===== src/rtl/rtc_pkg.sv =====
package rtc_pkg;

    localparam int DATA_W  = 8;
    localparam int SEL_W   = 3;
    localparam int SEC_W   = 6;
    localparam int MIN_W   = 6;
    localparam int HOUR_W  = 5;
    localparam int DAY_W   = 9;
    localparam int SEC_TOP  = 59;
    localparam int MIN_TOP  = 59;
    localparam int HOUR_TOP = 23;

    localparam int CTL_DAYHI = 0;
    localparam int CTL_HALT  = 6;
    localparam int CTL_OVF   = 7;

    localparam logic [DATA_W-1:0] LATCH_ARM  = 8'h00;
    localparam logic [DATA_W-1:0] LATCH_FIRE = 8'h01;
    localparam logic [DATA_W-1:0] RD_UNUSED  = 8'hFF;

    typedef enum logic [SEL_W-1:0] {
        SEL_SEC   = 3'd0,
        SEL_MIN   = 3'd1,
        SEL_HOUR  = 3'd2,
        SEL_DAYLO = 3'd3,
        SEL_CTRL  = 3'd4
    } reg_sel_e;

    typedef struct packed {
        logic [SEC_W-1:0]  sec;
        logic [MIN_W-1:0]  min;
        logic [HOUR_W-1:0] hour;
        logic [DAY_W-1:0]  day;
        logic              ovf;
    } time_t;

    function automatic logic sel_valid(input logic [SEL_W-1:0] s);
        return s <= SEL_CTRL;
    endfunction

    function automatic logic [DATA_W-1:0] pack_ctrl(input logic day_hi,
                                                    input logic halt,
                                                    input logic ovf);
        logic [DATA_W-1:0] v;
        v = '0;
        v[CTL_DAYHI] = day_hi;
        v[CTL_HALT]  = halt;
        v[CTL_OVF]   = ovf;
        return v;
    endfunction

endpackage


===== src/rtl/rtc_digit.sv =====
module rtc_digit #(
    parameter int W   = 6,
    parameter int TOP = 59
) (
    input  logic         clk,
    input  logic         rst,
    input  logic         inc_in,
    input  logic         load,
    input  logic [W-1:0] load_val,
    output logic [W-1:0] value,
    output logic         carry_out
);
    localparam logic [W-1:0] TOP_V = W'(TOP);

    logic at_top;
    assign at_top    = value >= TOP_V;
    assign carry_out = inc_in && at_top;

    always_ff @(posedge clk) begin
        if (rst) begin
            value <= '0;
        end else if (load) begin
            value <= load_val;
        end else if (inc_in) begin
            value <= at_top ? '0 : value + W'(1);
        end
    end

    // a step below the top adds one
    p_digit_step_r2: assert property (@(posedge clk) disable iff (rst)
        (inc_in && !load && value < TOP_V) |=> value == $past(value) + W'(1));

    // the top value returns to zero
    p_digit_wrap_r3: assert property (@(posedge clk) disable iff (rst)
        (inc_in && !load && value >= TOP_V) |=> value == '0);

    // a load wins over counting
    p_digit_load_r6: assert property (@(posedge clk) disable iff (rst)
        load |=> value == $past(load_val));

endmodule


===== src/rtl/rtc_counter.sv =====
module rtc_counter
    import rtc_pkg::*;
(
    input  logic              clk,
    input  logic              rst,
    input  logic              tick_1hz,
    input  logic [SEL_W-1:0]  reg_sel,
    input  logic              reg_wr,
    input  logic [DATA_W-1:0] reg_wdata,
    output time_t             live,
    output logic              halt
);
    logic wr_hit, run;
    logic ld_sec, ld_min, ld_hour;
    logic c_sec, c_min, c_hour;
    logic [SEC_W-1:0]  sec_q;
    logic [MIN_W-1:0]  min_q;
    logic [HOUR_W-1:0] hour_q;
    logic [DAY_W-1:0]  day_q;
    logic              ovf_q, halt_q;
    logic              day_full;

    assign wr_hit  = reg_wr && sel_valid(reg_sel);
    assign run     = tick_1hz && !halt_q && !wr_hit;
    assign ld_sec  = wr_hit && reg_sel == SEL_SEC;
    assign ld_min  = wr_hit && reg_sel == SEL_MIN;
    assign ld_hour = wr_hit && reg_sel == SEL_HOUR;
    assign day_full = &day_q;

    rtc_digit #(.W(SEC_W), .TOP(SEC_TOP)) u_sec (
        .clk(clk), .rst(rst), .inc_in(run), .load(ld_sec),
        .load_val(reg_wdata[SEC_W-1:0]), .value(sec_q), .carry_out(c_sec));

    rtc_digit #(.W(MIN_W), .TOP(MIN_TOP)) u_min (
        .clk(clk), .rst(rst), .inc_in(c_sec), .load(ld_min),
        .load_val(reg_wdata[MIN_W-1:0]), .value(min_q), .carry_out(c_min));

    rtc_digit #(.W(HOUR_W), .TOP(HOUR_TOP)) u_hour (
        .clk(clk), .rst(rst), .inc_in(c_min), .load(ld_hour),
        .load_val(reg_wdata[HOUR_W-1:0]), .value(hour_q), .carry_out(c_hour));

    always_ff @(posedge clk) begin
        if (rst) begin
            day_q  <= '0;
            ovf_q  <= 1'b0;
            halt_q <= 1'b0;
        end else if (wr_hit) begin
            if (reg_sel == SEL_DAYLO) begin
                day_q[DATA_W-1:0] <= reg_wdata;
            end else if (reg_sel == SEL_CTRL) begin
                day_q[DAY_W-1] <= reg_wdata[CTL_DAYHI];
                halt_q         <= reg_wdata[CTL_HALT];
                ovf_q          <= reg_wdata[CTL_OVF];
            end
        end else if (c_hour) begin
            day_q <= day_q + DAY_W'(1);
            if (day_full) begin
                ovf_q <= 1'b1;
            end
        end
    end

    always_comb begin
        live.sec  = sec_q;
        live.min  = min_q;
        live.hour = hour_q;
        live.day  = day_q;
        live.ovf  = ovf_q;
    end
    assign halt = halt_q;

    // halted and not written, nothing moves
    p_halt_hold_r7: assert property (@(posedge clk) disable iff (rst)
        (halt_q && !reg_wr) |=> $stable(live));

    // overflow stays set unless software writes control
    p_ovf_sticky_r4: assert property (@(posedge clk) disable iff (rst)
        (ovf_q && !(wr_hit && reg_sel == SEL_CTRL)) |=> ovf_q);

    // the day wrap raises the flag
    p_day_wrap_r4: assert property (@(posedge clk) disable iff (rst)
        (c_hour && !wr_hit && day_full) |=> (ovf_q && day_q == '0));

    // a write cycle drops the tick for the seconds field
    p_tick_drop_r6: assert property (@(posedge clk) disable iff (rst)
        (wr_hit && reg_sel != SEL_SEC) |=> sec_q == $past(sec_q));

    // a write to an unused select leaves the time alone
    p_unused_sel_r5: assert property (@(posedge clk) disable iff (rst)
        (reg_wr && !sel_valid(reg_sel) && !tick_1hz) |=> $stable(live));

endmodule


===== src/rtl/rtc_snapshot.sv =====
module rtc_snapshot
    import rtc_pkg::*;
(
    input  logic              clk,
    input  logic              rst,
    input  logic              latch_wr,
    input  logic [DATA_W-1:0] latch_wdata,
    input  time_t             live,
    output time_t             snap,
    output logic              snap_valid
);
    logic armed, fire;

    assign fire = latch_wr && armed && latch_wdata == LATCH_FIRE;

    always_ff @(posedge clk) begin
        if (rst) begin
            armed      <= 1'b0;
            snap       <= '0;
            snap_valid <= 1'b0;
        end else begin
            if (latch_wr) begin
                armed <= latch_wdata == LATCH_ARM;
            end
            if (fire) begin
                snap       <= live;
                snap_valid <= 1'b1;
            end
        end
    end

    // a capture copies the counters of that cycle
    p_capture_r8: assert property (@(posedge clk) disable iff (rst)
        fire |=> (snap == $past(live) && snap_valid));

    // any non-arming latch write leaves the latch disarmed
    p_disarm_r9: assert property (@(posedge clk) disable iff (rst)
        (latch_wr && latch_wdata != LATCH_ARM) |=> !armed);

    // without a capture the snapshot holds
    p_snap_hold_r8: assert property (@(posedge clk) disable iff (rst)
        !fire |=> $stable(snap));

    // once valid, the snapshot stays valid
    p_valid_sticky_r10: assert property (@(posedge clk) disable iff (rst)
        snap_valid |=> snap_valid);

endmodule


===== src/rtl/rtc_time_keeper.sv =====
module rtc_time_keeper
    import rtc_pkg::*;
(
    input  logic              clk,
    input  logic              rst,
    input  logic              tick_1hz,
    input  logic [SEL_W-1:0]  reg_sel,
    input  logic              reg_wr,
    input  logic [DATA_W-1:0] reg_wdata,
    output logic [DATA_W-1:0] reg_rdata,
    input  logic              latch_wr,
    input  logic [DATA_W-1:0] latch_wdata
);
    time_t live, snap, src;
    logic  halt, snap_valid;

    rtc_counter u_count (
        .clk(clk), .rst(rst), .tick_1hz(tick_1hz), .reg_sel(reg_sel),
        .reg_wr(reg_wr), .reg_wdata(reg_wdata), .live(live), .halt(halt));

    rtc_snapshot u_snap (
        .clk(clk), .rst(rst), .latch_wr(latch_wr), .latch_wdata(latch_wdata),
        .live(live), .snap(snap), .snap_valid(snap_valid));

    assign src = snap_valid ? snap : live;

    always_comb begin
        case (reg_sel)
            SEL_SEC:   reg_rdata = DATA_W'(src.sec);
            SEL_MIN:   reg_rdata = DATA_W'(src.min);
            SEL_HOUR:  reg_rdata = DATA_W'(src.hour);
            SEL_DAYLO: reg_rdata = src.day[DATA_W-1:0];
            SEL_CTRL:  reg_rdata = pack_ctrl(src.day[DAY_W-1], halt, src.ovf);
            default:   reg_rdata = RD_UNUSED;
        endcase
    end

    // unused selects read all ones
    p_unused_read_r5: assert property (@(posedge clk) disable iff (rst)
        !sel_valid(reg_sel) |-> reg_rdata == RD_UNUSED);

    // control bits 5..1 read zero
    p_ctrl_zero_r10: assert property (@(posedge clk) disable iff (rst)
        (reg_sel == SEL_CTRL) |-> reg_rdata[5:1] == 5'd0);

endmodule


===== config.mk =====
export PLATFORM = sky130hd
export DESIGN_NAME = rtc_time_keeper
export DESIGN_NICKNAME = d
export VERILOG_FILES = /design/src/rtl/rtc_pkg.sv /design/src/rtl/rtc_digit.sv /design/src/rtl/rtc_counter.sv /design/src/rtl/rtc_snapshot.sv /design/src/rtl/rtc_time_keeper.sv
export SDC_FILE = /design/constraint.sdc
export NUM_CORES = 1
export LEC_CHECK = 0
export BUFFER_PORTS_ARGS = -buffer_cell sky130_fd_sc_hd__buf_2
export CORE_MARGIN = 2
export CORE_UTILIZATION = 51
export DETAILED_ROUTE_END_ITERATION = 8
export PLACE_DENSITY = 0.67
export SYNTH_ARGS = -nofsm -noshare
export SYNTH_HDL_FRONTEND = slang
export SYNTH_SLANG_ARGS = --single-unit

===== constraint.sdc =====
create_clock -name clk -period 3.65 [get_ports clk]
set_input_delay 0.365 -clock clk [delete_from_list [all_inputs] [get_ports clk]]
set_output_delay 0.365 -clock clk [all_outputs]
set_load 0.05 [all_outputs]

# Yosys cells after proc, flatten, opt, wreduce, memory -nomap -nowiden
# Cells that the tools add are included.
# word_totals
out_inout_bits	8
input_bits	24
wordCells	77
register_bits	57
# op_classes
add_sub_neg	4
eq_ne	8
n_mux	21
magnitude_cmp	4
reduce_logical	25
bitwise_logic	1
# op_table
op	count
case mux 8 bit (5 select lines)	1
two-way mux 6 bit	6
two-way mux 27 bit	1
two-way mux 9 bit	2
two-way mux 5 bit	3
adder 6 x 1 -> 6 bit, second input constant	2
>= comparator 6 bit, second input constant	2
logical AND 1 bit	11
nonzero test 2 bit	5
adder 9 x 1 -> 9 bit, second input constant	1
AND reduction 9 bit	1
== test 8 x 1 -> 1 bit, second input constant	1
logical NOT 8 bit	1
two-way mux 8 bit	1
two-way mux 1 bit	7
== test 3 x 2 -> 1 bit, second input constant	2
inequality test 2 bit, second input constant	3
AND reduction 3 bit	2
adder 5 x 1 -> 5 bit, second input constant	1
>= comparator 5 bit, second input constant	1
AND reduction 4 bit	1
== test 3 x 1 -> 1 bit, second input constant	1
== test 3 bit, second input constant	1
less-or-equal comparator 3 bit, second input constant	1
other kinds (4)	5

# Longest topological paths before layout
# Gate-level depths: netlist of run 1.
# depth
ltp_word	9
depth_mapped	8
ltp_nobuf	8

# By module
# From an unflattened synthesis of run 1, not the netlist that was laid out.
# unflattened
hier_cells	415
area_unflattened_um2	3731.1
# modules_own_cells
mod	instances	area_each_um2	seq_area_each_um2	cells_per_inst
rtc_snapshot	1	1333.8	580.6	128
rtc_counter	1	802.0	220.2	93
rtc_digit at u_count.u_min ...	2	362.8	120.1	43
rtc_time_keeper	1	551.8	0.0	67
rtc_digit at u_count.u_hour	1	317.8	100.1	41

# Worst setup path after synthesis of run 1
# No wires, ideal clock.
# synth_path
path_kind	input -> output
from	in reg_sel[0]
to	out reg_rdata[5]
path_buffers	1
path_slack_ns	0.579
arrival_time_ns	2.706
cell_stages	5
required_ns	3.285
path_cell_list	clkbuf_1 mux2i_1 nor2_1 a21oi_1 o311ai_0
# synth_via
elab_chain_len	2
word_cells_on_any_way	6
classes_between	4 x eq/ne; 1 x mux; 1 x reduce/logical
# synth_lines
item	line_no	source
from (decl)	rtc_time_keeper.sv:7	input logic [SEL_W-1:0] reg_sel,
== test 3 bit, or another cell as far along	rtc_time_keeper.sv:28	case (reg_sel)
case mux 8 bit (5 select lines) *	rtc_time_keeper.sv:28	
to (decl)	rtc_time_keeper.sv:10	output logic [DATA_W-1:0] reg_rdata,
# Mark *: on every way between the ends. The rest lies on a longest branch, timed or not.

# Worst setup path in the final report of run 1
# layout_path
from	reg u_snap.snap_valid
to	out reg_rdata[4]
# layout_via
elab_chain_len	2
# layout_lines
item	line_no	source
from (decl)	rtc_snapshot.sv:10	output logic snap_valid
from (signal assigned)	rtc_snapshot.sv:20	snap_valid <= 1'b0;
from (signal assigned)	rtc_snapshot.sv:27	snap_valid <= 1'b1;
two-way mux 27 bit	rtc_time_keeper.sv:25	assign src = snap_valid ? snap : live;
case mux 8 bit (5 select lines)	rtc_time_keeper.sv:28	
# Every way passes these cells.

==> impl_metrics.toml, run 1 <==
[status]
outcome = "complete, no violations"

[power]
p_per_area_nw_per_um2 = 397.7
p_leak_nw = 1.521
ir_drop_uv = 272.6

[detailed_routing]
initialDrtViolationCount = 283
vias = 3180
wl_um = 9089
drt-wirelength-per-cell_um = 18.25
ant_nets = 0
remaining_drc_errors = 0
first_pass_iters = 5
viasPerCell = 6.386

[placement]
placed_cell_area_um2 = 3478
dp_hpwl_um = 6280
port_buffers = 31
preCtsSetupSlack_ns = 1.131
gp_congestion = 0.9143

[final_layout]
n_fill_cell = 608
area_growth_pct = 11.01
fin_nets = 448
utilization = 0.5852
final_area_um2 = 3695
antennaDiodeCount = 0
drive_gt1_frac = 0.1615

[timing]
period_share = 0.7615
min_period_ns = 2.780
setup_viol = 0
finClkSkew_ns = 0.007392
setup_ws_ns = 0.8705
slew_headroom = 0.4198
finalSetupTns_ns = 0
tightest_slew_ns = 0.8691
max_freq_mhz = 359.8
finalHoldViolations = 0
maxSlewViolCount = 0
rsz0062_at_grt = "false"

[yosys]
yosys_warnings = 0
synth_cell_type_count = 58
syn_avg_cell_area_um2 = 8.300
synth_largest_area_cell = "dfxtp_1"
synth-edff-count = 0
ys_seq_elements = 57
synth_commonest_cells = "60 x nor2_1, 57 x dfxtp_1, 36 x mux2i_1, 36 x nand2_1, 24 x a21oi_1"
synth_area_um2 = 3328
synth_ff_type = "dfxtp_1"
synth-async-reset-ratio = 0
synth_top_area_frac = 0.3429
yosysMostFrequentCell = "nor2_1"
netlist_instances = 401
yosys-top-cells-area = "dfxtp_1 34%, mux2i_1 11%, nor2_1 6.8%"
synth.net_count = 431
ys_seq_area_frac = 0.3429

[worst_setup_path]
critPathMaxFanout = 19
cp.required_ns = 3.28
crit_path_start_kind = "flop"
reg2reg_depth = 6
arrival_ns = 2.41
worst-setup-path-type = "flop to output pin"
cp-end-kind = "output pin"

[cts]
cts_post_setup_buffers_inserted = 0
htree_levels = 3
hold_buffers = 0
cts.repair.resized = 0
clock-root-buffer = "clkbuf_8"
clkSinkCount = 57
cts_max_path_buffers = 2
cts_buffers = 9
cts_tree = "yes"
clk_pin_slew_ns = 0.06
clk_latency_ns = 0.34

[floorplanning]
ios = 32
start_util = 0.5272
die_h_um = 84.78
dieArea_um2 = 7188
die_w_um = 84.78
coreArea_um2 = 6314
fp-row-count = 29

[grt]
grt_pass1_wl_um = 14830
grt_usage = 0.2619
grt_max_degree = 56
antenna_found_initial = 0
grt.overflow.total = 0
grt_pass1_vias = 2892

[hold_path]
holdPathStages = 3
min_path_type = "primary input to flop"

[flow_run]
maxCapViolCount = 0
placed cells by master, fill, tap and decap left out, types with 4 or more instances in the layout:
master	synthesis	routed
a22oi_1	5	5
a211oi_1	6	6
nand3b_1	4	4
nor3_1	9	9
a31oi_1	4	4
a311oi_1	6	6
nor4_1	5	5
o32ai_1	7	7
a221oi_1	6	6
nor2_1	60	60
nand3_1	13	13
clkbuf_8	0	11
mux2i_1	36	36
ha_1	6	6
mux2_2	10	10
buf_2	9	31
o21ai_0	15	15
inv_1	5	5
nand2_1	36	36
nor2b_1	4	4
dfxtp_1	57	57
a21oi_1	24	24
and3_1	6	6
path summary, 6_finish.rpt:
kind | startpoint | end | slack [ns]
setup reg to reg | u_count.u_min.value[0]$_SDFFE_PP0P_ | u_count.day_q[0]$_SDFFE_PP0P_ | 1.48
hold reg to reg | u_snap.armed$_SDFFE_PP0P_ | u_snap.armed$_SDFFE_PP0P_ | 0.49
hold / removal | reg_wdata[6] | u_count.halt$_SDFFE_PP0P_ | 0.30
setup / recovery | u_snap.snap_valid$_SDFFE_PP0P_ | reg_rdata[4] | 0.87
cell families (layout without fill, tap and decap cells):
group,after synthesis,in the layout,share of synthesized area
XOR/XNOR,2,2,0.005264
buffers and inverters,34,54,0.04398
flip-flops,57,57,0.3429
AO/OA/AOI/OAI,97,97,0.2030
multiplexers,48,48,0.1556
AND/OR/NAND/NOR,157,157,0.2267
adder cells (fa/ha/maj),6,6,0.02256
power by group:
group / total [mW] / internal (mW) / switching (mW)
clock: 0.656 / 0.413 / 0.243
sequential: 0.654 / 0.633 / 0.0217
combinational: 0.159 / 0.0516 / 0.107
through the flow:
step           cells  power, mW  hold slack [ns]
2_1_floorplan    401     0.7723           0.4492
4_1_cts          498      1.480           0.2761
3_5_place_dp     484     0.8244           0.4733
6_report         498      1.470           0.2952
5_1_grt          498      1.520           0.3094
3_3_place_gp     484     0.8226           0.4615
layer usage:
| layer | track usage | share of wire | vias to the layer above |
|---|---|---|---|
| met2 | 0.3994 | 0.46 | 120 |
| li1 | - | - | 1517 |
| met1 | 0.3702 | 0.46 | 1524 |
| met4 | 0.07504 | 0.017 | 0 |
| met5 | 0 | 0 | - |
| met3 | 0.06195 | 0.063 | 19 |
cell type report:
cell class              instances  area, um2  area share
inverters                       6      22.52    0.006096
flip-flops and latches         57       1141      0.3088
clock inverters                 3      65.06     0.01761
multi-input cells             310       2041      0.5523
repair buffers                 34      177.7     0.04809
well taps                      77      96.34     0.02608
clock buffers                  11      151.4     0.04098
sequential cells by signal, indices dropped and copies added (netlist names):
name / count
u_snap.snap: 27
u_count.day_q: 9
u_count.u_min.value: 6
u_count.u_sec.value: 6
u_count.u_hour.value: 5
u_count.halt: 1
u_count.ovf_q: 1
u_snap.armed: 1
u_snap.snap_valid: 1
critical path, cell delays in order, from the launching register on:
cell and delay (ns):
dfxtp_1 0.89, inv_1 0.25, or3_1 0.44, o221ai_1 0.21, buf_2 0.30
No activity file was read; power rests on OpenSTA's default activity.
==> inputs of run 2 (changes only) <==
==> constraint.sdc (replaced) <==
create_clock -name clk -period 2.75 [get_ports clk]
set_input_delay 0.275 -clock clk [delete_from_list [all_inputs] [get_ports clk]]
set_output_delay 0.275 -clock clk [all_outputs]
set_load 0.05 [all_outputs]
==> run 2 against run 1 <==
  * Clock skew rose by 0.0039 ns
  * Worst hold slack got worse by 0.11 ns
  * Utilization rose by 1.6 points
  * Via count rose by 0.35%
  * Critical endpoint is now reg_rdata[2]
  * Largest cell class unchanged
==> impl_metrics.toml, run 2 (synthesis gave the netlist of run 1 again) <==
[cts]
cts_tree = "yes"
clk_latency_ns = 0.34
clkSinkCount = 57
htree_levels = 3
cts_post_setup_buffers_inserted = 0
cts_max_path_buffers = 2
cts.repair.resized = 0
clock-root-buffer = "clkbuf_8"
hold_buffers = 0
cts_buffers = 9
clk_pin_slew_ns = 0.07

[grt]
grt.overflow.total = 0
grt_pass1_vias = 3094
grt_usage = 0.2751
grt_pass1_wl_um = 15570
antenna_found_initial = 0
grt_max_degree = 36

[detailed_routing]
vias = 3191
drt-wirelength-per-cell_um = 18.65
viasPerCell = 6.281
first_pass_iters = 5
remaining_drc_errors = 0
initialDrtViolationCount = 236
ant_nets = 0
wl_um = 9474

[power]
p_per_area_nw_per_um2 = 560.9
ir_drop_uv = 335.0
p_leak_nw = 1.583

[placement]
gp_congestion = 0.9178
dp_hpwl_um = 6603
placed_cell_area_um2 = 3538
port_buffers = 31
preCtsSetupSlack_ns = 0.6074

[worst_setup_path]
arrival_ns = 2.17
worst-setup-path-type = "flop to output pin"
startpoint = "u_snap.snap_valid$_SDFFE_PP0P_"
reg2reg_depth = 6
rr_startpoint = "u_count.u_min.value[0]$_SDFFE_PP0P_"
timing.rr.end = "u_count.day_q[0]$_SDFFE_PP0P_"
regToRegSetupSlack_ns = 0.60
crit_path_start_kind = "flop"
critPathMaxFanout = 12
cp-end-kind = "output pin"
cp-endpoint = "reg_rdata[2]"
cp.required_ns = 2.48

[timing]
finClkSkew_ns = 0.01132
whs_ns = 0.1825
max_freq_mhz = 409.1
slew_headroom = 0.5815
setup_ws_ns = 0.3058
maxSlewViolCount = 0
rsz0062_at_grt = "false"
min_period_ns = 2.444
finalSetupTns_ns = 0
tightest_slew_ns = 0.6278
setup_viol = 0
period_share = 0.8888
finalHoldViolations = 0

[floorplanning]
die_h_um = 84.78
coreArea_um2 = 6314
fp-row-count = 29
die_w_um = 84.78
dieArea_um2 = 7188
start_util = 0.5272
ios = 32

[flow_run]
maxCapViolCount = 0

[final_layout]
top_register = "u_snap.snap"
antennaDiodeCount = 0
layout_commonest_cell = "nor2_1"
final_cell_mix = "60 x nor2_1, 57 x dfxtp_1, 36 x nand2_1, 36 x mux2i_1, 31 x buf_2"
fin_nets = 456
area_growth_pct = 14.06
drive_gt1_frac = 0.1787
largest_reg_flops = 27
final_area_um2 = 3796
top_regs = "u_snap.snap (27), u_count.day_q (9)"
n_fill_cell = 564

[status]
outcome = "complete, no violations"

[hold_path]
min_path_type = "primary input to flop"
-- run 2: changes by cell type in the layout (fill, tap and decap cells not counted), sizes merged --
| cell | previous run | this run |
|---|---|---|
| buf | 34 | 42 |
| clkbuf | 11 | 10 |
| bufinv | 2 | 4 |
| clkinv | 2 | 3 |
-- run 2: metal layers --
layer	track usage	share of wire	up-vias
li1	-	-	1534
met1	0.3878	0.48	1536
met3	0.05801	0.054	14
met2	0.4195	0.45	107
met4	0.09380	0.015	0
met5	0	0	-
-- run 2: area by class of cell --
type,count,area (um2),share of cell area
clock inverters,6,130.1,0.03428
clock buffers,10,127.6,0.03362
flip-flops and latches,57,1141,0.3006
multi-input cells,310,2041,0.5376
repair buffers,42,237.7,0.06262
well taps,77,96.34,0.02538
inverters,6,22.52,0.005933
-- run 2: through the flow --
stage / utilization / cells / power (mW)
6_report: 0.6013 / 508 / 2.129
4_1_cts: 0.6013 / 508 / 2.127
3_5_place_dp: 0.5604 / 492 / 1.103
5_1_grt: 0.6013 / 508 / 2.194
2_1_floorplan: - / 401 / 1.025
3_3_place_gp: 0.5604 / 492 / 1.101
-- run 2: critical path: stages (launching register included) --
cell and delay, ns:
dfxtp_1 0.64, buf_4 0.28, mux2_2 0.36, a21oi_1 0.16, o21ai_0 0.12, buf_2 0.26
-- run 2: worst min-delay path by stage --
stage / to / cells after the start / from
floorplan: u_count.u_sec.value[5]$_SDFFE_PP0P_ / 2 / reg_wdata[5]
global placement: u_snap.armed$_SDFFE_PP0P_ / 2 / u_snap.armed$_SDFFE_PP0P_
detailed placement: u_snap.armed$_SDFFE_PP0P_ / 2 / u_snap.armed$_SDFFE_PP0P_
CTS: u_count.halt$_SDFFE_PP0P_ / 3 / reg_wdata[6]
global route: u_count.u_min.value[5]$_SDFFE_PP0P_ / 3 / reg_wdata[5]
finish: u_count.halt$_SDFFE_PP0P_ / 3 / reg_wdata[6]
-- run 2: power by group --
part	switching (mW)	leakage (nW)	internal, mW
clock	0.348	0.130	0.691
combinational	0.151	0.992	0.0751
sequential	0.0241	0.461	0.840
total	0.524	1.58	1.61
==> inputs of run 3 (changes only) <==
--- a/config.mk
+++ b/config.mk
@@ -10,6 +10,7 @@
 export CORE_UTILIZATION = 51
 export DETAILED_ROUTE_END_ITERATION = 8
 export PLACE_DENSITY = 0.67
+export REMOVE_ABC_BUFFERS = 1
 export SYNTH_ARGS = -nofsm -noshare
 export SYNTH_HDL_FRONTEND = slang
 export SYNTH_SLANG_ARGS = --single-unit
==> run 3 against run 2 <==
  * Sequential power is essentially flat
  * Maximum frequency grew 0.21%
  * Worst setup slack gained 0.0051 ns
==> impl_metrics.toml, run 3 (synthesis gave the netlist of run 1 again) <==
[status]
outcome = "complete, no violations"

[cts]
cts.repair.resized = 0
hold_buffers = 0
cts_post_setup_buffers_inserted = 0
clk_pin_slew_ns = 0.07
htree_levels = 3
cts_tree = "yes"
clk_latency_ns = 0.35
cts_max_path_buffers = 2
clkSinkCount = 57
clock-root-buffer = "clkbuf_8"
cts_buffers = 9

[worst_setup_path]
cp_num_cells = 4
arrival_ns = 2.16
crit_path_start_kind = "flop"
cp.required_ns = 2.48
path_buf_inv = 2
crit_path_max_incr_delay_ns = 0.67
critical_path.cell_chain = "inv_1, or3_1, o221ai_1, buf_2"
reg2reg_depth = 6
cp-endpoint = "reg_rdata[4]"
cp-end-kind = "output pin"
critPathMaxFanout = 12
regToRegSetupSlack_ns = 0.58
slowest_stage = "dfxtp_1"
worst-setup-path-type = "flop to output pin"
timing.rr.end = "u_count.day_q[0]$_SDFFE_PP0P_"
crit_family = "flip-flops"
startpoint = "u_snap.snap_valid$_SDFFE_PP0P_"
rr_startpoint = "u_count.u_min.value[0]$_SDFFE_PP0P_"

[floorplanning]
start_util = 0.5272
die_w_um = 84.78
ios = 32
coreArea_um2 = 6314
fp-row-count = 29
die_h_um = 84.78
dieArea_um2 = 7188

[final_layout]
antennaDiodeCount = 0
area_growth_pct = 11.77
regArea_um2 = 1141
drive_gt1_frac = 0.1714
multi_input_area_um2 = 2041
largest_reg_flops = 27
n_fill_cell = 606
utilization = 0.5892
top_regs = "u_snap.snap (27), u_count.day_q (9)"
top_register = "u_snap.snap"
layout_commonest_cell = "nor2_1"
final_cell_mix = "60 x nor2_1, 57 x dfxtp_1, 36 x nand2_1, 36 x mux2i_1, 31 x buf_2"
fin_nets = 451

[detailed_routing]
drt-wirelength-per-cell_um = 18.06
wl_um = 9084
viasPerCell = 6.254
remaining_drc_errors = 0
ant_nets = 0
first_pass_iters = 5
vias = 3146
initialDrtViolationCount = 247

[timing]
setup_viol = 0
period_share = 0.8870
slew_headroom = 0.5695
min_period_ns = 2.439
finalHoldViolations = 0
max_freq_mhz = 410.0
maxSlewViolCount = 0
finClkSkew_ns = 0.007239
rsz0062_at_grt = "false"
tightest_slew_ns = 0.6458
finalSetupTns_ns = 0

[power]
p_leak_nw = 1.524
ir_drop_uv = 337.6
p_per_area_nw_per_um2 = 526.2
total_power_mw = 1.957

[placement]
dp_hpwl_um = 6274
gp_congestion = 0.8912
port_buffers = 31

[grt]
grt_usage = 0.2671
antenna_found_initial = 0
grt_max_degree = 34
grt_pass1_vias = 2951
grt_pass1_wl_um = 15170
grt.overflow.total = 0

[hold_path]
min_path_type = "primary input to flop"

[flow_run]
maxCapViolCount = 0
run 3: power by group:
group	internal, mW	switching, mW
Clock	0.507	0.370
Sequential	0.839	0.0252
Combinational	0.0701	0.146
run 3: worst min-delay path by stage:
stage,from,endpoint,slack (ns),depth (start not counted)
3_5_place_dp,u_snap.armed$_SDFFE_PP0P_,u_snap.armed$_SDFFE_PP0P_,0.47,2
3_3_place_gp,u_snap.armed$_SDFFE_PP0P_,u_snap.armed$_SDFFE_PP0P_,0.47,2
6_report,reg_wdata[6],u_count.halt$_SDFFE_PP0P_,0.19,3
5_1_grt,reg_wdata[5],u_count.u_sec.value[5]$_SDFFE_PP0P_,0.22,3
2_1_floorplan,rst,u_count.u_min.value[4]$_SDFFE_PP0P_,0.34,1
4_1_cts,reg_wdata[6],u_count.halt$_SDFFE_PP0P_,0.19,3
run 3: worst reg2reg max path, stage by stage (launching register included):
cell and delay, ns:
dfxtp_1 0.38, ha_1 0.30, o2111ai_2 0.39, nor3_2 0.13, and3_1 0.23, nor2_1 0.42
o221a_2 0.28
run 3: layer usage:
metal | GRT usage | wire [um]
met2 | 0.4145 | 4100
met5 | 0 | 0
met1 | 0.3722 | 4227
met4 | 0.1198 | 242
met3 | 0.03343 | 512
run 3: cell type report:
type,count,area share
inverter,6,0.006054
tap,77,0.02590
sequential,57,0.3068
timing repair buffer,37,0.05382
multi-input combinational,310,0.5486
clock buffer,9,0.03330
clock inverter,7,0.02556
run 3: metrics by stage:
step           hold slack (ns)  instance area (um2)  setup slack, ns  std cells
2_1_floorplan           0.3441                 3204          0.04557        373
3_3_place_gp            0.4656                 3501           0.5235        487
3_5_place_dp            0.4701                 3501           0.5557        487
4_1_cts                 0.1920                 3720           0.3155        503
5_1_grt                 0.2229                 3720           0.1063        503
6_report                0.1915                 3720           0.3108        503
